==> src/rtl/alu_pkg.sv <==
package alu_pkg;
  typedef enum logic [4:0] {
    OP_AND   = 5'd0,
    OP_OR    = 5'd1,
    OP_XOR   = 5'd2,
    OP_NOT   = 5'd3,
    OP_ADD   = 5'd4,
    OP_SUB   = 5'd5,
    OP_MULL  = 5'd6,
    OP_UMULH = 5'd7,
    OP_SMULH = 5'd8,
    OP_SHL   = 5'd9,
    OP_SHR   = 5'd10,
    OP_CMPE  = 5'd11,
    OP_CMPA  = 5'd12,
    OP_CMPAE = 5'd13,
    OP_CMPG  = 5'd14,
    OP_CMPGE = 5'd15,
    OP_MOV   = 5'd16,
    OP_CMOV  = 5'd17
  } op_e;

  function automatic logic is_compare(input logic [4:0] op);
    return (op >= 5'd11) && (op <= 5'd15);
  endfunction

  function automatic logic is_known(input logic [4:0] op);
    return op <= 5'd17;
  endfunction
endpackage

==> src/rtl/wa_logic.sv <==
module wa_logic import alu_pkg::*; #(
  parameter int W = 16
) (
  input  logic [4:0]   op,
  input  logic [W-1:0] a,
  input  logic [W-1:0] b,
  output logic [W-1:0] res,
  output logic         zero
);
  always_comb begin
    unique case (op)
      OP_AND:  res = a & b;
      OP_OR:   res = a | b;
      OP_XOR:  res = a ^ b;
      OP_NOT:  res = ~b;
      default: res = '0;
    endcase
  end

  assign zero = ~|res;

  always_comb begin
    if (op == OP_NOT)
      AST_NOT_ZERO_ONES: assert (zero == (&b)) else $error("not flag");
  end
endmodule

==> src/rtl/wa_arith.sv <==
module wa_arith import alu_pkg::*; #(
  parameter int W = 16
) (
  input  logic [4:0]   op,
  input  logic [W-1:0] a,
  input  logic [W-1:0] b,
  output logic [W-1:0] res,
  output logic         flag
);
  localparam int W2 = 2 * W;

  function automatic logic [W:0] add_wide(input logic [W-1:0] x, input logic [W-1:0] y);
    return {1'b0, x} + {1'b0, y};
  endfunction

  function automatic logic [W:0] sub_biased(input logic [W-1:0] x, input logic [W-1:0] y);
    return {1'b1, x} - {1'b0, y};
  endfunction

  function automatic logic [W2-1:0] umul(input logic [W-1:0] x, input logic [W-1:0] y);
    return {{W{1'b0}}, x} * {{W{1'b0}}, y};
  endfunction

  function automatic logic [W2-1:0] smul(input logic [W-1:0] x, input logic [W-1:0] y);
    return $unsigned($signed({{W{x[W-1]}}, x}) * $signed({{W{y[W-1]}}, y}));
  endfunction

  logic [W:0]    sum_w;
  logic [W:0]    dif_w;
  logic [W2-1:0] uprod;
  logic [W2-1:0] sprod;
  logic          u_ovf;
  logic          s_ovf;

  assign sum_w = add_wide(a, b);
  assign dif_w = sub_biased(a, b);
  assign uprod = umul(a, b);
  assign sprod = smul(a, b);
  assign u_ovf = |uprod[W2-1:W];
  assign s_ovf = !((&sprod[W2-1:W-1]) || (~|sprod[W2-1:W-1]));

  always_comb begin
    res  = '0;
    flag = 1'b0;
    unique case (op)
      OP_ADD:   begin res = sum_w[W-1:0];      flag = sum_w[W];  end
      OP_SUB:   begin res = dif_w[W-1:0];      flag = ~dif_w[W]; end
      OP_MULL:  begin res = uprod[W-1:0];      flag = u_ovf;     end
      OP_UMULH: begin res = uprod[W2-1:W];     flag = u_ovf;     end
      OP_SMULH: begin res = sprod[W2-1:W];     flag = s_ovf;     end
      default:  begin res = '0;                flag = 1'b0;      end
    endcase
  end

  always_comb begin
    if (op == OP_ADD)
      AST_ADD_CARRY: assert (flag == (res < a)) else $error("carry");
    if (op == OP_SUB)
      AST_SUB_BORROW: assert (flag == (res > a)) else $error("borrow");
    if (op == OP_MULL && flag)
      AST_MUL_NONZERO: assert (a != '0 && b != '0) else $error("mul ovf");
    if (op == OP_SMULH && !flag)
      AST_SMULH_FITS: assert ((res == '0) || (&res)) else $error("smulh fit");
  end
endmodule

==> src/rtl/wa_shift.sv <==
module wa_shift import alu_pkg::*; #(
  parameter int W = 16
) (
  input  logic [4:0]   op,
  input  logic [W-1:0] a,
  input  logic [W-1:0] b,
  output logic [W-1:0] res,
  output logic         flag
);
  localparam logic [W:0] LIMIT = (W + 1)'(W);

  logic too_far;
  assign too_far = {1'b0, b} >= LIMIT;

  always_comb begin
    res  = '0;
    flag = 1'b0;
    if (op == OP_SHL) begin
      res  = too_far ? '0 : (a << b);
      flag = a[W-1];
    end else if (op == OP_SHR) begin
      res  = too_far ? '0 : (a >> b);
      flag = a[0];
    end
  end

  always_comb begin
    if (too_far)
      AST_SHIFT_WIDE_ZERO: assert (res == '0) else $error("wide shift");
    if (op == OP_SHR && b == '0)
      AST_SHR_IDENTITY: assert (res == a) else $error("shr by 0");
  end
endmodule

==> src/rtl/wa_cmp.sv <==
module wa_cmp import alu_pkg::*; #(
  parameter int W = 16
) (
  input  logic [4:0]   op,
  input  logic [W-1:0] a,
  input  logic [W-1:0] b,
  output logic         flag
);
  logic eq, gt_u, ge_u, gt_s, ge_s;

  assign eq   = (a == b);
  assign gt_u = (a > b);
  assign ge_u = (a >= b);
  assign gt_s = ($signed(a) > $signed(b));
  assign ge_s = ($signed(a) >= $signed(b));

  always_comb begin
    unique case (op)
      OP_CMPE:  flag = eq;
      OP_CMPA:  flag = gt_u;
      OP_CMPAE: flag = ge_u;
      OP_CMPG:  flag = gt_s;
      OP_CMPGE: flag = ge_s;
      default:  flag = 1'b0;
    endcase
  end

  always_comb begin
    AST_EQ_FROM_ORDER: assert (eq == (ge_u && !gt_u)) else $error("eq");
    AST_SIGNED_ORDER: assert (ge_s == (gt_s || eq)) else $error("ge_s");
  end
endmodule

==> src/rtl/wordalu.sv <==
module wordalu import alu_pkg::*; #(
  parameter int W = 16
) (
  input  logic [4:0]   op_code,
  input  logic [W-1:0] src_a,
  input  logic [W-1:0] src_b,
  input  logic         flag_in,
  output logic [W-1:0] result,
  output logic         wr_en,
  output logic         flag_out
);
  logic [W-1:0] lg_res, ar_res, sh_res;
  logic         lg_zero, ar_flag, sh_flag, cmp_flag;

  wa_logic #(.W(W)) u_logic (.op(op_code), .a(src_a), .b(src_b), .res(lg_res), .zero(lg_zero));
  wa_arith #(.W(W)) u_arith (.op(op_code), .a(src_a), .b(src_b), .res(ar_res), .flag(ar_flag));
  wa_shift #(.W(W)) u_shift (.op(op_code), .a(src_a), .b(src_b), .res(sh_res), .flag(sh_flag));
  wa_cmp   #(.W(W)) u_cmp   (.op(op_code), .a(src_a), .b(src_b), .flag(cmp_flag));

  always_comb begin
    result   = '0;
    wr_en    = 1'b0;
    flag_out = flag_in;
    unique case (op_code)
      OP_AND, OP_OR, OP_XOR, OP_NOT: begin
        result = lg_res; wr_en = 1'b1; flag_out = lg_zero;
      end
      OP_ADD, OP_SUB, OP_MULL, OP_UMULH, OP_SMULH: begin
        result = ar_res; wr_en = 1'b1; flag_out = ar_flag;
      end
      OP_SHL, OP_SHR: begin
        result = sh_res; wr_en = 1'b1; flag_out = sh_flag;
      end
      OP_CMPE, OP_CMPA, OP_CMPAE, OP_CMPG, OP_CMPGE: begin
        flag_out = cmp_flag;
      end
      OP_MOV: begin
        result = src_b; wr_en = 1'b1;
      end
      OP_CMOV: begin
        result = flag_in ? src_b : src_a; wr_en = 1'b1;
      end
      default: ;
    endcase
  end

  always_comb begin
    if (is_compare(op_code))
      AST_CMP_NO_WRITE: assert (!wr_en && result == '0) else $error("cmp write");
    if (!is_known(op_code))
      AST_BAD_OP_HOLD: assert (!wr_en && flag_out == flag_in) else $error("bad op");
    if (op_code == OP_MOV)
      AST_MOV_KEEPS_FLAG: assert (flag_out == flag_in && result == src_b) else $error("mov");
    if (op_code == OP_CMOV)
      AST_CMOV_SELECT: assert (flag_out == flag_in && (flag_in ? result == src_b : result == src_a))
        else $error("cmov");
  end
endmodule

==> config.mk <==
export PLATFORM = sky130hd
export DESIGN_NAME = wordalu
export DESIGN_NICKNAME = d
export VERILOG_FILES = /design/src/rtl/alu_pkg.sv /design/src/rtl/wa_logic.sv /design/src/rtl/wa_arith.sv /design/src/rtl/wa_shift.sv /design/src/rtl/wa_cmp.sv /design/src/rtl/wordalu.sv
export SDC_FILE = /design/constraint.sdc
export NUM_CORES = 1
export LEC_CHECK = 0
export CAP_MARGIN = 15
export CELL_PAD_IN_SITES_DETAIL_PLACEMENT = 0
export CELL_PAD_IN_SITES_GLOBAL_PLACEMENT = 2
export CORE_UTILIZATION = 37
export DETAILED_ROUTE_END_ITERATION = 10
export PLACE_DENSITY = 0.87
export SLEW_MARGIN = 20
export SYNTH_ARGS = -nofsm -noshare
export SYNTH_HDL_FRONTEND = slang
export SYNTH_SLANG_ARGS = --single-unit
==> constraint.sdc <==
create_clock -name vclk -period 12
set_input_delay 2.4 -clock vclk [all_inputs]
set_output_delay 2.4 -clock vclk [all_outputs]
set_load 0.03 [all_outputs]
======== Word-level counts from Yosys, hierarchy flattened ========
Index checks and enable logic that the tools add are counted.
operators by class
  add/sub/neg operators ................... 2
  $mul .................................... 2
  magnitude comparators ................... 5
  eq/ne operators ......................... 18
  shifts and indexed selects .............. 2
  multiplexer cells ....................... 14
  bitwise operators ....................... 5
  reduce and logical (&&, ||, !) cells .... 15
operators by type and width
  cell                                                                count
  case mux 16 bit (5 select lines)                                    2
  two-way mux 16 bit                                                  5
  multiplier 16 x 16 -> 32 bit                                        2
  case mux 16 bit (4 select lines)                                    1
  equality test 5 x 4 -> 1 bit, second input constant                 8
  greater-or-equal comparator 16 bit                                  2
  greater-than comparator 16 bit                                      2
  OR reduction 16 bit                                                 2
  equality test 5 x 3 -> 1 bit, second input constant                 4
  adder 16 x 16 -> 17 bit                                             1
  AND reduction 17 bit                                                1
  OR reduction 17 bit                                                 1
  subtractor 17 x 16 -> 17 bit                                        1
  bitwise AND 16 bit                                                  1
  equality test 16 bit                                                1
  greater-or-equal comparator 16 x 5 -> 1 bit, second input constant  1
  NOT 16 bit                                                          1
  bitwise OR 16 bit                                                   1
  << shifter 16 x 16 -> 16 bit                                        1
  >> shifter 16 x 16 -> 16 bit                                        1
  bitwise XOR 16 bit                                                  1
  OR reduction 13 bit                                                 1
  equality test 5 x 2 -> 1 bit, second input constant                 2
  equality test 5 bit, second input constant                          2
  other kinds (11)                                                    18
storage, ports and cells
  register bits ........................... 0
  input bits .............................. 38
  output and inout port bits .............. 18
  logic and storage cells ................. 63

======== Longest topological paths before layout ========
Gate-level depths: netlist (run 1).
  depth after elaboration ................. 7
  mapped depth ............................ 28

======== Hierarchy ========
A second synthesis (run 1) with hierarchy kept.
second synthesis, totals
  cells, all modules ...................... 2446
  area, all modules ....................... 21081.5 µm²
modules (own cells, without submodules)
  module    times used  cells each  area an instance (µm²)  sequential area each (µm²)
  wa_arith  1           1899        16524.6                 0.0
  wa_shift  1           198         1806.7                  0.0
  wa_logic  1           129         1179.9                  0.0
  wordalu   1           151         1089.8                  0.0
  wa_cmp    1           69          480.5                   0.0

======== Worst setup path before layout (run 1) ========
No wires, ideal clock.
  path type ............................... input to output
  start ................................... input src_b[1]
  end ..................................... output flag_out
  arrival time ............................ 10.057 ns
  data required time ...................... 9.600 ns
  slack ................................... -0.457 ns
  cell stages on the path ................. 26
  buffers on the path ..................... 5
  cells stage by stage .................... clkbuf_1 clkbuf_1 clkbuf_1 clkbuf_1 nand2_1 inv_1 fa_1 inv_1 fa_1 inv_1 fa_1 fa_1 fa_1 fa_1 ha_1 buf_6 a211o_1 a21o_1 a2111oi_4 o221ai_2 a2111oi_0 a21oi_1 xnor2_1 or4b_1 a31oi_1 o2111ai_1
between the ends
  cells in the longest elaborated chain, start to end .. 7
RTL lines
  element                              RTL line        source
  start, declared                      wordalu.sv:6    input logic [W-1:0] src_b,
  multiplier 16 x 16 -> 32 bit         wa_arith.sv:25  return $unsigned($signed({{W{x[W-1]}}, x}) * $signed({{W{y[W-1]}}, y}));
  OR reduction 17 bit                  wa_arith.sv:40  assign s_ovf = !((&sprod[W2-1:W-1]) || (~|sprod[W2-1:W-1]));
  zero test 1 bit                      wa_arith.sv:40
  logical OR 1 bit                     wa_arith.sv:40
  zero test 1 bit                      wa_arith.sv:40
  case mux 1 bit (4 select lines)      wa_arith.sv:45  unique case (op)
  case mux 1 bit (4 select lines) (*)  wordalu.sv:24   unique case (op_code)
  end, declared                        wordalu.sv:10   output logic flag_out
Every way passes the cells marked *; elsewhere a longest branch is shown, timed or not.

======== Final worst setup path (run 1) ========
  start ................................... input src_a[2]
  end ..................................... output flag_out
between the ends
  cells in the longest elaborated chain, start to end .. 7
RTL lines
  element                              RTL line        source
  start, declared                      wordalu.sv:5    input logic [W-1:0] src_a,
  multiplier 16 x 16 -> 32 bit         wa_arith.sv:25
  OR reduction 17 bit                  wa_arith.sv:40
  zero test 1 bit                      wa_arith.sv:40
  logical OR 1 bit                     wa_arith.sv:40
  zero test 1 bit                      wa_arith.sv:40
  case mux 1 bit (4 select lines)      wa_arith.sv:45
  case mux 1 bit (4 select lines) (*)  wordalu.sv:24
Marked as above.

==> flow_summary.html, run 1 <==
<table>
<tr><th>Metric</th><th>Value</th></tr>
<tr><th colspan="2">Run status</th></tr>
<tr><td>Run status</td><td>complete, no violations</td></tr>
<tr><th colspan="2">Floorplanning</th></tr>
<tr><td>Num ports</td><td>between 50 and 60</td></tr>
<tr><td>Effective utilization at floorplan</td><td>between 30% and 40%</td></tr>
<tr><td>Placeable core area</td><td>between 40000 and 50000 um^2</td></tr>
<tr><td>Die width</td><td>226 um</td></tr>
<tr><td>Die Y</td><td>approximately 230 um</td></tr>
<tr><td>Placement Rows</td><td>between 80 and 90</td></tr>
<tr><td>Floorplan die area</td><td>around 51000 um^2</td></tr>
<tr><th colspan="2">Logic synthesis</th></tr>
<tr><td>Dominant combinational cell family by area after synthesis</td><td>adder cells</td></tr>
<tr><td>Synth Area in XOR/XNOR</td><td>~3.1%</td></tr>
<tr><td>Total of warnings raised by yosys</td><td>0</td></tr>
<tr><td>Instance count of the mapped netlist</td><td>between 2000 and 2500</td></tr>
<tr><td>Cell Area, Synth</td><td>18500 um^2</td></tr>
<tr><td>Average cell area after synthesis</td><td>~8 um^2</td></tr>
<tr><td>Simple-Gate Fraction of Synth Area</td><td>approximately 15%</td></tr>
<tr><td>Share of the yosys chip area belonging to registers</td><td>0%</td></tr>
<tr><td>Total nets after synthesis</td><td>~2900</td></tr>
<tr><td>Number of unique standard cell types used by synthesis</td><td>slightly below 80</td></tr>
<tr><td>Adder and majority gate portion of the synthesized area</td><td>roughly 53%</td></tr>
<tr><td>Multiplexer area fraction after synthesis</td><td>1.30%</td></tr>
<tr><td>Compound-gate portion of the synthesized area</td><td>around 14%</td></tr>
<tr><th colspan="2">Timing</th></tr>
<tr><td>Peak clock frequency supported by timing</td><td>84.4 MHz</td></tr>
<tr><td>Number of hold-slack violations in the final timing report</td><td>0</td></tr>
<tr><td>Relative slew slack</td><td>a little over 30%</td></tr>
<tr><td>Worst-Margin Slew</td><td>around 1.0 ns</td></tr>
<tr><td>Final Slew Violations</td><td>0</td></tr>
<tr><td>Shortest clock period the worst path allows after layout</td><td>around 12 ns</td></tr>
<tr><td>Post-route worst hold slack</td><td>5.78 ns</td></tr>
<tr><td>Final count of negative-setup-slack endpoints</td><td>0</td></tr>
<tr><td>Share of the clock period used by the worst path</td><td>a little over nine tenths</td></tr>
<tr><th colspan="2">Worst setup path</th></tr>
<tr><td>Data arrival at the endpoint of the critical path</td><td>9.45 ns</td></tr>
<tr><td>CP Max Fanout</td><td>6</td></tr>
<tr><td>Kind of start point of the critical path</td><td>input pin</td></tr>
<tr><td>Largest stage delay on the critical path</td><td>approximately 0.62 ns</td></tr>
<tr><td>Data required time at the worst endpoint</td><td>between 9 and 10 ns</td></tr>
<tr><td>Worst Setup End Kind</td><td>output port</td></tr>
<tr><td>Crit Path Class</td><td>input pin to output port</td></tr>
<tr><td>CP max-delay cell</td><td>sky130_fd_sc_hd__fa_1</td></tr>
<tr><td>Most frequent cell on the critical path</td><td>sky130_fd_sc_hd__fa_1</td></tr>
<tr><th colspan="2">Clocking</th></tr>
<tr><td>Number of buffers inserted for hold repair after clock tree synthesis</td><td>0</td></tr>
<tr><th colspan="2">Layout</th></tr>
<tr><td>Most used cells in the layout excluding fill and tap cells</td><td>486 x sky130_fd_sc_hd__inv_1, 377 x sky130_fd_sc_hd__buf_4, 360 x sky130_fd_sc_hd__fa_1</td></tr>
<tr><td>Share of final-layout standard cells stronger than drive strength 1</td><td>roughly a fifth</td></tr>
<tr><td>Final net count</td><td>roughly 3300</td></tr>
<tr><td>Final instance count without filler cells</td><td>roughly 3300</td></tr>
<tr><td>Final design utilization</td><td>a little under half</td></tr>
<tr><td>Clk_buf instances</td><td>0</td></tr>
<tr><td>Area occupied by multi-input gates</td><td>16600 um^2</td></tr>
<tr><td>Area added between synthesis and finish</td><td>26.4%</td></tr>
<tr><td>Filler Cell Count</td><td>4883</td></tr>
<tr><td>Most frequent standard cell in the layout excluding fill and tap cells</td><td>sky130_fd_sc_hd__inv_1</td></tr>
<tr><td>Sequential cell count</td><td>0</td></tr>
<tr><td>Cell area after layout</td><td>between 20000 and 25000 um^2</td></tr>
<tr><td>Sequential standard cell area</td><td>0 um^2</td></tr>
<tr><th colspan="2">Global routing</th></tr>
<tr><td>Number of global-route vias before repair</td><td>between 15000 and 20000</td></tr>
<tr><td>Global-route wire length before repair</td><td>roughly 120000 um</td></tr>
<tr><td>Layer with the highest usage</td><td>met2</td></tr>
<tr><td>Final global-route overflow total</td><td>0</td></tr>
<tr><td>Global routing met3 resource utilization</td><td>about 4.0%</td></tr>
<tr><td>Pin count of the biggest net entering global routing</td><td>about 50</td></tr>
<tr><td>GRT met1 Usage</td><td>43.4%</td></tr>
<tr><td>Global routing usage summed across all routing layers</td><td>around a third</td></tr>
<tr><td>Initial antenna violation count</td><td>6</td></tr>
<tr><td>Global routing usage on met2</td><td>53.2%</td></tr>
<tr><th colspan="2">Drt</th></tr>
<tr><td>Via-per-instance ratio</td><td>approximately 5.4</td></tr>
<tr><td>Drt wl/cell</td><td>between 20 and 25 um</td></tr>
<tr><td>Total wirelength of the detailed-routed design</td><td>approximately 81000 um</td></tr>
<tr><td>Number of nets with antenna violations after detailed routing</td><td>0</td></tr>
<tr><td>Post-route DRC</td><td>0</td></tr>
<tr><td>First-iteration detailed-routing DRC count</td><td>1511</td></tr>
<tr><td>Detailed-route via count</td><td>between 15000 and 20000</td></tr>
<tr><td>Number of detailed-routing iterations run before antenna repair</td><td>7</td></tr>
<tr><th colspan="2">Min path</th></tr>
<tr><td>Critical hold path startpoint</td><td>src_b[14]</td></tr>
<tr><td>Min-Delay Path Depth</td><td>7</td></tr>
<tr><td>Class of the most critical hold timing path</td><td>input pin to output port</td></tr>
<tr><td>Terminating pin of the worst hold path</td><td>result[14]</td></tr>
<tr><th colspan="2">Place</th></tr>
<tr><td>IO buf count</td><td>56</td></tr>
<tr><td>Detail Placement HPWL</td><td>70600 um</td></tr>
<tr><td>Placement Cell Area</td><td>between 20000 and 25000 um^2</td></tr>
<tr><td>Global placer's final weighted congestion</td><td>~1.0</td></tr>
<tr><td>Placed Cells incl. Taps</td><td>approximately 3300</td></tr>
<tr><th colspan="2">Run</th></tr>
<tr><td>Count of max-cap constraint violations</td><td>0</td></tr>
</table>
-- cell families after synthesis --
logic type / count (synthesis)
buffers and inverters: 614
adders and majority gates: 568
AOI/OAI and AO/OA: 389
muxes: 20
and+or+nand+nor: 649
xor gates and xnor gates: 66
-- critical path: cells and delay by family --
family	cells	cell delay, ns
AOI/OAI and AO/OA	6	1.43
xor gates and xnor gates	1	0.24
adders and majority gates	7	3.31
buffers and inverters	8	1.25
and+or+nand+nor	4	0.80
-- repair_timing --
| action | 4_1_cts | 5_1_grt |
|---|---|---|
| setup buffers | 6 | 15 |
| resized for setup | 63 | 116 |
| pin swaps | 30 | 52 |
| endpoints found under the setup margin | 6 | 6 |
-- final cells by class --
cell class         count  share of cell area (%)
diodes                 4                  0.0428
well taps            664                    3.55
repair buffers       462                    17.1
inverters            512                    8.29
multi-input cells   1692                    71.0
-- cells in the mapped netlist, types with 12 or more instances --
master | instances | area, um^2
sky130_fd_sc_hd__inv_1 | 506 | 1900
sky130_fd_sc_hd__fa_1 | 367 | 7350
sky130_fd_sc_hd__nand2_1 | 244 | 916
sky130_fd_sc_hd__nor2_1 | 217 | 815
sky130_fd_sc_hd__ha_1 | 201 | 2510
sky130_fd_sc_hd__a21oi_1 | 94 | 470
sky130_fd_sc_hd__clkbuf_1 | 84 | 315
sky130_fd_sc_hd__o21ai_0 | 74 | 370
sky130_fd_sc_hd__nor3_1 | 41 | 205
sky130_fd_sc_hd__xnor2_1 | 40 | 350
sky130_fd_sc_hd__nand3_1 | 38 | 190
sky130_fd_sc_hd__a211oi_1 | 31 | 233
sky130_fd_sc_hd__xor2_1 | 26 | 228
sky130_fd_sc_hd__nand2b_1 | 19 | 119
sky130_fd_sc_hd__o211ai_1 | 19 | 143
sky130_fd_sc_hd__a31oi_1 | 16 | 100
sky130_fd_sc_hd__buf_1 | 14 | 52.6
sky130_fd_sc_hd__mux2i_1 | 14 | 140
sky130_fd_sc_hd__nand4_1 | 14 | 87.6
sky130_fd_sc_hd__a21o_1 | 13 | 97.6
sky130_fd_sc_hd__nor4_1 | 12 | 75.1
sky130_fd_sc_hd__o22ai_1 | 12 | 75.1
-- metal layers --
layer / vias up / wire length, um
li1: 8129 / -
met1: 9215 / 33800
met2: 656 / 38100
met3: 123 / 5430
met4: 0 / 3370
met5: - / 0
-- through the flow --
stage	setup slack [ns]	TNS, ns
2_1_floorplan	0.0207	0
3_3_place_gp	-0.650	-1.23
3_5_place_dp	-0.756	-1.56
4_1_cts	0.00459	0
5_1_grt	-0.0149	-0.0149
6_report	0.154	0
-- how the worst max path moves through the flow --
stage | from | cells after the start | endpoint
after floorplan | src_b[1] | 26 | flag_out
after global placement | src_a[7] | 25 | flag_out
after detailed placement | src_a[7] | 25 | flag_out
after CTS | src_b[12] | 25 | flag_out
after global routing | src_a[2] | 26 | flag_out
final | src_a[2] | 26 | flag_out
Power of run 1 is left out: the tool's default activity adds up to more than one toggle a clock period on the data nets, which glitch-free logic cannot reach.
==> inputs of run 2 (changes only) <==
--- a/config.mk
+++ b/config.mk
@@ -11,6 +11,7 @@
 export CORE_UTILIZATION = 37
 export DETAILED_ROUTE_END_ITERATION = 10
 export PLACE_DENSITY = 0.87
+export REMOVE_ABC_BUFFERS = 1
 export SLEW_MARGIN = 20
 export SYNTH_ARGS = -nofsm -noshare
 export SYNTH_HDL_FRONTEND = slang
==> run 2 against run 1 <==
Against the previous run: cell count increased by 0.63%; global-route usage is 0.22 points lower; critical path depth is 3 higher; critical path type unchanged; critical endpoint unchanged.
==> flow_summary.html, run 2 (synthesized netlist as in run 1, its figures left out) <==
<table>
<tr><th>Metric</th><th>Value</th></tr>
<tr><th colspan="2">Timing</th></tr>
<tr><td>Number of hold-slack violations in the final timing report</td><td>0 (unchanged)</td></tr>
<tr><td>Final count of negative-setup-slack endpoints</td><td>0 (unchanged)</td></tr>
<tr><td>Post-route worst hold slack</td><td>5.60 ns (-0.185 ns)</td></tr>
<tr><td>Share of the clock period used by the worst path</td><td>98.4% (-0.32 points)</td></tr>
<tr><td>Worst-Margin Slew</td><td>1.14 ns (+0.100 ns)</td></tr>
<tr><td>Peak clock frequency supported by timing</td><td>84.7 MHz (+0.33%)</td></tr>
<tr><td>Relative slew slack</td><td>23.3% (-7.0 points)</td></tr>
<tr><td>Final Slew Violations</td><td>0 (unchanged)</td></tr>
<tr><td>Shortest clock period the worst path allows after layout</td><td>11.81 ns (-0.0389 ns)</td></tr>
<tr><th colspan="2">Worst setup path</th></tr>
<tr><td>Kind of start point of the critical path</td><td>input pin</td></tr>
<tr><td>Worst Setup End Kind</td><td>output port</td></tr>
<tr><td>Most frequent cell on the critical path</td><td>sky130_fd_sc_hd__buf_4</td></tr>
<tr><td>CP Max Fanout</td><td>8 (+2)</td></tr>
<tr><td>Data arrival at the endpoint of the critical path</td><td>9.41 ns (-0.04 ns)</td></tr>
<tr><td>Data required time at the worst endpoint</td><td>9.60 ns (about the same)</td></tr>
<tr><td>Crit Path Class</td><td>input pin to output port</td></tr>
<tr><td>Buffers &amp; Inverters on Critical Path</td><td>11 (+3)</td></tr>
<tr><td>Largest stage delay on the critical path</td><td>0.54 ns (-0.08 ns)</td></tr>
<tr><td>CP max-delay cell</td><td>sky130_fd_sc_hd__fa_2</td></tr>
<tr><td>Crit path max-delay family</td><td>adder cells</td></tr>
<tr><th colspan="2">Drt</th></tr>
<tr><td>Highest Signal Layer</td><td>met5</td></tr>
<tr><td>Post-route DRC</td><td>0 (unchanged)</td></tr>
<tr><td>Number of detailed-routing iterations run before antenna repair</td><td>6 (-1)</td></tr>
<tr><td>Number of nets with antenna violations after detailed routing</td><td>0 (unchanged)</td></tr>
<tr><td>Detailed-route via count</td><td>18300 (+1.1%)</td></tr>
<tr><td>First-iteration detailed-routing DRC count</td><td>1552 (+2.7%)</td></tr>
<tr><td>Via-per-instance ratio</td><td>5.46 (+0.51%)</td></tr>
<tr><td>Drt wl/cell</td><td>24.2 um (-0.18%)</td></tr>
<tr><td>Sum of routed wire segments on met1</td><td>33900 um (+0.48%)</td></tr>
<tr><td>Met3 WL post-DR</td><td>5880 um (+8.3%)</td></tr>
<tr><td>Total wirelength of the detailed-routed design</td><td>81000 um (+0.45%)</td></tr>
<tr><td>Met2 Routed Length</td><td>36700 um (-3.7%)</td></tr>
<tr><th colspan="2">Global routing</th></tr>
<tr><td>Number of global-route vias before repair</td><td>19000 (-0.011%)</td></tr>
<tr><td>Global-route wire length before repair</td><td>120000 um (-0.79%)</td></tr>
<tr><td>Final global-route overflow total</td><td>0 (unchanged)</td></tr>
<tr><td>Initial antenna violation count</td><td>7 (+1)</td></tr>
<tr><td>Global routing usage summed across all routing layers</td><td>32.0% (-0.22 points)</td></tr>
<tr><td>Pin count of the biggest net entering global routing</td><td>34 (-31%)</td></tr>
<tr><th colspan="2">Layout</th></tr>
<tr><td>Cell area after layout</td><td>23900 um^2 (+2.4%)</td></tr>
<tr><td>Final net count</td><td>3293 (+0.58%)</td></tr>
<tr><td>Filler Cell Count</td><td>4841 (-0.86%)</td></tr>
<tr><td>Sequential standard cell area</td><td>0 um^2 (unchanged)</td></tr>
<tr><td>Sequential cell count</td><td>0 (unchanged)</td></tr>
<tr><td>Area occupied by multi-input gates</td><td>16800 um^2 (+0.99%)</td></tr>
<tr><td>Final instance count without filler cells</td><td>3355 (+0.63%)</td></tr>
<tr><td>Share of final-layout standard cells stronger than drive strength 1</td><td>22.9% (+1.7 points)</td></tr>
<tr><td>Most used cells in the layout excluding fill and tap cells</td><td>476 x sky130_fd_sc_hd__inv_1, 377 x sky130_fd_sc_hd__buf_4, 352 x sky130_fd_sc_hd__fa_1</td></tr>
<tr><td>Area added between synthesis and finish</td><td>29.3%</td></tr>
<tr><td>Most frequent standard cell in the layout excluding fill and tap cells</td><td>sky130_fd_sc_hd__inv_1</td></tr>
<tr><td>Clk_buf instances</td><td>0 (unchanged)</td></tr>
<tr><th colspan="2">Place</th></tr>
<tr><td>IO buf count</td><td>56 (unchanged)</td></tr>
<tr><td>Detail Placement HPWL</td><td>70200 um (-0.59%)</td></tr>
<tr><td>Placed Cells incl. Taps</td><td>3313 (+0.12%)</td></tr>
<tr><td>Global placer's final weighted congestion</td><td>1.01 (+1.5%)</td></tr>
<tr><td>Placement Cell Area</td><td>22800 um^2 (+0.29%)</td></tr>
<tr><th colspan="2">Run status</th></tr>
<tr><td>Run status</td><td>complete, no violations</td></tr>
<tr><th colspan="2">Floorplanning</th></tr>
<tr><td>Placement Rows</td><td>81 (unchanged)</td></tr>
<tr><td>Placeable core area</td><td>49200 um^2 (unchanged)</td></tr>
<tr><td>Floorplan die area</td><td>50900 um^2 (unchanged)</td></tr>
<tr><td>Num ports</td><td>56 (unchanged)</td></tr>
<tr><td>Die Y</td><td>226 um (unchanged)</td></tr>
<tr><td>Die width</td><td>226 um (unchanged)</td></tr>
<tr><td>Effective utilization at floorplan</td><td>37.7% (unchanged)</td></tr>
<tr><th colspan="2">Min path</th></tr>
<tr><td>Class of the most critical hold timing path</td><td>input pin to output port</td></tr>
<tr><th colspan="2">Run</th></tr>
<tr><td>Count of max-cap constraint violations</td><td>0 (unchanged)</td></tr>
<tr><th colspan="2">Clocking</th></tr>
<tr><td>Number of buffers inserted for hold repair after clock tree synthesis</td><td>0 (unchanged)</td></tr>
</table>
run 2: cell type report:
| class | instances | area share (%) |
|---|---|---|
| Antenna cell | 6 | 0.0627 |
| Inverter | 512 | 8.20 |
| Multi-Input combinational cell | 1692 | 70.1 |
| Tap cell | 664 | 3.47 |
| Timing Repair Buffer | 481 | 18.2 |
run 2: final timing paths:
kind	startpoint	end	slack, ns	cells past startpoint
worst min-delay path	op_code[0]	result[10]	5.60	4
worst max-delay path	src_b[9]	flag_out	0.19	29
run 2: worst min-delay path: stages:
cell	delay, ns
sky130_fd_sc_hd__buf_2	0.24
sky130_fd_sc_hd__o2111ai_1	0.16
sky130_fd_sc_hd__nand3_1	0.19
sky130_fd_sc_hd__buf_12	0.20
run 2: routing by layer:
layer | vias to the layer above | track usage (%)
met2 | 781 | 50.3
li1 | 8168 | -
met3 | 170 | 3.84
met5 | - | 0
met1 | 9208 | 43.5
met4 | 4 | 15.8
run 2: stage by stage:
stage	worst slack [ns]	utilization (%)	TNS, ns
finish	0.193	48.7	0
detailed placement	-0.502	46.4	-0.911
global route	-0.0338	48.7	-0.0338
CTS	-0.0309	46.7	-0.0309
global placement	-0.288	46.4	-0.531
floorplan	0.601	-	0
run 2: timing repair:
item	CTS	global route
setup endpoints to repair	6	7
buffers inserted	1	33
endpoints found under the hold margin	0	0
pin swaps	7	76
gates cloned	0	2
gates resized for setup	44	192
==> inputs of run 3 (changes only) <==
--- a/config.mk
+++ b/config.mk
@@ -8,11 +8,12 @@
 export CAP_MARGIN = 15
 export CELL_PAD_IN_SITES_DETAIL_PLACEMENT = 0
 export CELL_PAD_IN_SITES_GLOBAL_PLACEMENT = 2
-export CORE_UTILIZATION = 37
+export CORE_UTILIZATION = 38
 export DETAILED_ROUTE_END_ITERATION = 10
-export PLACE_DENSITY = 0.87
+export PLACE_DENSITY = 0.86
 export REMOVE_ABC_BUFFERS = 1
 export SLEW_MARGIN = 20
 export SYNTH_ARGS = -nofsm -noshare
 export SYNTH_HDL_FRONTEND = slang
+export SYNTH_HIERARCHICAL = 1
 export SYNTH_SLANG_ARGS = --single-unit
==> run 3 against run 2 <==
Against the previous run: the flow now finishes with violations (setup timing); area after synthesis rose by 14%; highest routed layer is now met4; count of clock-buffer cells in the layout did not move; routed wire length rose by 2.3%; largest cell class unchanged; synthesized cell count rose by 6.1%; non-clock buffer count rose by 102; setup slack got worse by 0.34 ns.
==> flow_summary.html, run 3 <==
<table>
<tr><th>Metric</th><th>Value</th></tr>
<tr><th colspan="2">Run status</th></tr>
<tr><td>Run status</td><td>finished with violations</td></tr>
<tr><td>Violated checks</td><td>setup timing</td></tr>
<tr><th colspan="2">Drt</th></tr>
<tr><td>First-iteration detailed-routing DRC count</td><td>1837 (+18%)</td></tr>
<tr><td>Via-per-instance ratio</td><td>5.47 (+0.14%)</td></tr>
<tr><td>Detailed-route via count</td><td>20100 (+9.7%)</td></tr>
<tr><td>Post-route DRC</td><td>0 (unchanged)</td></tr>
<tr><td>Number of detailed-routing iterations run before antenna repair</td><td>5 (-1)</td></tr>
<tr><td>Number of nets with antenna violations after detailed routing</td><td>0 (unchanged)</td></tr>
<tr><td>Total wirelength of the detailed-routed design</td><td>82900 um (+2.3%)</td></tr>
<tr><td>Drt wl/cell</td><td>22.6 um (-6.6%)</td></tr>
<tr><th colspan="2">Worst setup path</th></tr>
<tr><td>CP Max Fanout</td><td>5 (-3)</td></tr>
<tr><td>CP max-delay cell</td><td>sky130_fd_sc_hd__fa_1</td></tr>
<tr><td>Data arrival at the endpoint of the critical path</td><td>9.75 ns (+0.34 ns)</td></tr>
<tr><td>Worst Setup End Kind</td><td>output port</td></tr>
<tr><td>Largest stage delay on the critical path</td><td>0.59 ns (+0.05 ns)</td></tr>
<tr><td>Most frequent cell on the critical path</td><td>sky130_fd_sc_hd__fa_1</td></tr>
<tr><td>Data required time at the worst endpoint</td><td>9.60 ns (about the same)</td></tr>
<tr><td>Crit Path Class</td><td>input pin to output port</td></tr>
<tr><td>Kind of start point of the critical path</td><td>input pin</td></tr>
<tr><th colspan="2">Layout</th></tr>
<tr><td>Sequential standard cell area</td><td>0 um^2 (unchanged)</td></tr>
<tr><td>Clk_buf instances</td><td>0 (unchanged)</td></tr>
<tr><td>Cell area after layout</td><td>27600 um^2 (+15%)</td></tr>
<tr><td>Most used cells in the layout excluding fill and tap cells</td><td>528 x sky130_fd_sc_hd__inv_1, 456 x sky130_fd_sc_hd__buf_4, 343 x sky130_fd_sc_hd__fa_1</td></tr>
<tr><td>Sequential cell count</td><td>0 (unchanged)</td></tr>
<tr><td>Filler Cell Count</td><td>5125 (+5.9%)</td></tr>
<tr><td>Most frequent standard cell in the layout excluding fill and tap cells</td><td>sky130_fd_sc_hd__inv_1</td></tr>
<tr><td>Final net count</td><td>3574 (+8.5%)</td></tr>
<tr><td>Final instance count without filler cells</td><td>3674 (+9.5%)</td></tr>
<tr><td>Share of final-layout standard cells stronger than drive strength 1</td><td>29.7% (+6.7 points)</td></tr>
<tr><td>Area added between synthesis and finish</td><td>30.9%</td></tr>
<tr><th colspan="2">Logic synthesis</th></tr>
<tr><td>Synth Area in XOR/XNOR</td><td>2.24% (-0.88 points)</td></tr>
<tr><td>Ranking of synthesized cells by area</td><td>sky130_fd_sc_hd__fa_1 35%, sky130_fd_sc_hd__ha_1 14%, sky130_fd_sc_hd__inv_1 10%</td></tr>
<tr><td>Adder and majority gate portion of the synthesized area</td><td>48.7% (-4.6 points)</td></tr>
<tr><td>Post-synthesis cell type with the largest combined area</td><td>sky130_fd_sc_hd__fa_1</td></tr>
<tr><td>Average cell area after synthesis</td><td>8.62 um^2 (+7.3%)</td></tr>
<tr><td>Dominant combinational cell family by area after synthesis</td><td>adder cells</td></tr>
<tr><td>Simple-Gate Fraction of Synth Area</td><td>17.2% (+1.8 points)</td></tr>
<tr><td>Most instantiated library cell after synthesis</td><td>sky130_fd_sc_hd__inv_1</td></tr>
<tr><td>Multiplexer area fraction after synthesis</td><td>6.72% (+5.4 points)</td></tr>
<tr><td>Number of unique standard cell types used by synthesis</td><td>119 (+51%)</td></tr>
<tr><td>Instance count of the mapped netlist</td><td>2446 (+6.1%)</td></tr>
<tr><td>Total of warnings raised by yosys</td><td>6 (+6)</td></tr>
<tr><td>Cell Area, Synth</td><td>21100 um^2 (+14%)</td></tr>
<tr><td>Share of the synthesized area in the top cell type</td><td>34.9% (-4.8 points)</td></tr>
<tr><td>Most common library cells after synthesis</td><td>560 x sky130_fd_sc_hd__inv_1, 367 x sky130_fd_sc_hd__fa_1, 233 x sky130_fd_sc_hd__ha_1</td></tr>
<tr><td>Share of the yosys chip area belonging to registers</td><td>0% (unchanged)</td></tr>
<tr><td>Compound-gate portion of the synthesized area</td><td>12.8% (-1.6 points)</td></tr>
<tr><th colspan="2">Timing</th></tr>
<tr><td>Final count of negative-setup-slack endpoints</td><td>2 (+2)</td></tr>
<tr><td>Shortest clock period the worst path allows after layout</td><td>12.15 ns (+0.344 ns)</td></tr>
<tr><td>Share of the clock period used by the worst path</td><td>101% (+2.9 points)</td></tr>
<tr><td>Final Slew Violations</td><td>0 (unchanged)</td></tr>
<tr><td>Relative slew slack</td><td>25.6% (+2.3 points)</td></tr>
<tr><td>Worst-Margin Slew</td><td>1.11 ns (-0.0285 ns)</td></tr>
<tr><td>Number of hold-slack violations in the final timing report</td><td>0 (unchanged)</td></tr>
<tr><td>RSZ-0062 raised after global routing</td><td>true</td></tr>
<tr><td>Peak clock frequency supported by timing</td><td>82.3 MHz (-2.8%)</td></tr>
<tr><td>Final worst setup slack</td><td>-0.151 ns (-0.344 ns)</td></tr>
<tr><td>Post-route worst hold slack</td><td>5.56 ns (-0.0392 ns)</td></tr>
<tr><th colspan="2">Place</th></tr>
<tr><td>Detail Placement HPWL</td><td>68200 um (-2.8%)</td></tr>
<tr><td>Placed Cells incl. Taps</td><td>3577 (+8.0%)</td></tr>
<tr><td>Pre-CTS WS</td><td>-1.14 ns (-0.634 ns)</td></tr>
<tr><td>Global placer's final weighted congestion</td><td>0.977 (-3.4%)</td></tr>
<tr><td>Placement Cell Area</td><td>25600 um^2 (+12%)</td></tr>
<tr><td>IO buf count</td><td>56 (unchanged)</td></tr>
<tr><th colspan="2">Floorplanning</th></tr>
<tr><td>Placeable core area</td><td>54300 um^2 (+11%)</td></tr>
<tr><td>Die Y</td><td>238 um (+5.2%)</td></tr>
<tr><td>Die width</td><td>238 um (+5.2%)</td></tr>
<tr><td>Num ports</td><td>56 (unchanged)</td></tr>
<tr><td>Floorplan die area</td><td>56400 um^2 (+11%)</td></tr>
<tr><td>Placement Rows</td><td>85 (+4.9%)</td></tr>
<tr><td>Effective utilization at floorplan</td><td>38.8% (+1.1 points)</td></tr>
<tr><th colspan="2">Min path</th></tr>
<tr><td>Critical hold path startpoint</td><td>src_b[11]</td></tr>
<tr><td>Terminating pin of the worst hold path</td><td>result[11]</td></tr>
<tr><td>Class of the most critical hold timing path</td><td>input pin to output port</td></tr>
<tr><td>Min-Delay Path Depth</td><td>6 (+2)</td></tr>
<tr><th colspan="2">Global routing</th></tr>
<tr><td>Global routing usage summed across all routing layers</td><td>29.3% (-2.7 points)</td></tr>
<tr><td>Final global-route overflow total</td><td>0 (unchanged)</td></tr>
<tr><td>Global-route wire length before repair</td><td>125000 um (+4.8%)</td></tr>
<tr><td>Pin count of the biggest net entering global routing</td><td>51 (+50%)</td></tr>
<tr><td>Number of global-route vias before repair</td><td>20900 (+9.9%)</td></tr>
<tr><td>Initial antenna violation count</td><td>0 (-7)</td></tr>
<tr><th colspan="2">Run</th></tr>
<tr><td>Count of max-cap constraint violations</td><td>0 (unchanged)</td></tr>
<tr><th colspan="2">Clocking</th></tr>
<tr><td>Number of buffers inserted for hold repair after clock tree synthesis</td><td>0 (unchanged)</td></tr>
</table>
==> run 3: cell types whose count changed after synthesis, sizes merged, moves of 28 or more <==
cell	delta
and2	+103
clkbuf	-31
ha	+32
inv	+55
mux2	+28
mux4	+32
nand2	-57
nor2	-147
nor2b	+35
==> run 3: cell families after synthesis <==
family / Yosys count
compound gates: 375
xor+xnor: 53
fa+ha+maj: 600
buf+inv: 660
mux: 92
simple gates: 666
==> run 3: worst max-delay path by stage <==
stage                     slack (ns)        to  depth (start not counted)  startpoint
after detailed placement       -1.14  flag_out                         29   src_a[12]
after global placement         -1.07  flag_out                         29   src_a[12]
final                          -0.15  flag_out                         32    src_a[4]
after CTS                      -0.01  flag_out                         29    src_a[2]
after floorplan                 0.88  flag_out                         26    src_b[1]
after global routing           -0.27  flag_out                         30    src_b[3]
==> run 3: what timing repair did <==
action	4_1_cts	5_1_grt
resized for setup	244	188
gates cloned	3	1
buffers inserted	67	34
pin swaps	98	101
setup endpoints to repair	13	7
==> run 3: worst max-delay path: cells and delay by family <==
family | cells | cell delay, ns
AND/OR/NAND/NOR | 6 | 1.30
adder cells (fa/ha/maj) | 7 | 3.12
AO/OA/AOI/OAI | 8 | 1.50
buffers and inverters | 11 | 1.44
==> run 3: per-layer routing <==
| metal | up-vias | part of all wire (%) | GRT usage (%) | wire, um |
|---|---|---|---|---|
| met5 | - | 0 | 0 | 0 |
| met2 | 740 | 47 | 47.8 | 38800 |
| met1 | 10200 | 43 | 39.8 | 35300 |
| met3 | 117 | 6.0 | 3.08 | 4980 |
| met4 | 0 | 4.5 | 11.6 | 3760 |
| li1 | 9046 | - | - | - |
==> run 3: layout make-up <==
class / count / area (um^2) / share of cell area, %
Inverter: 565 / 2140 / 7.74
Tap cell: 739 / 925 / 3.35
Multi-Input combinational cell: 1786 / 19400 / 70.2
Timing Repair Buffer: 583 / 5150 / 18.7
Antenna cell: 1 / 2.50 / 0.00907
==> run 3: metrics by stage <==
step | utilization, % | TNS [ns]
after floorplan | - | 0
after global placement | 47.0 | -3.12
after detailed placement | 47.0 | -3.74
after CTS | 49.3 | -0.00967
after global routing | 50.8 | -0.664
final | 50.8 | -0.174
Power of run 3 is left out for the same reason.
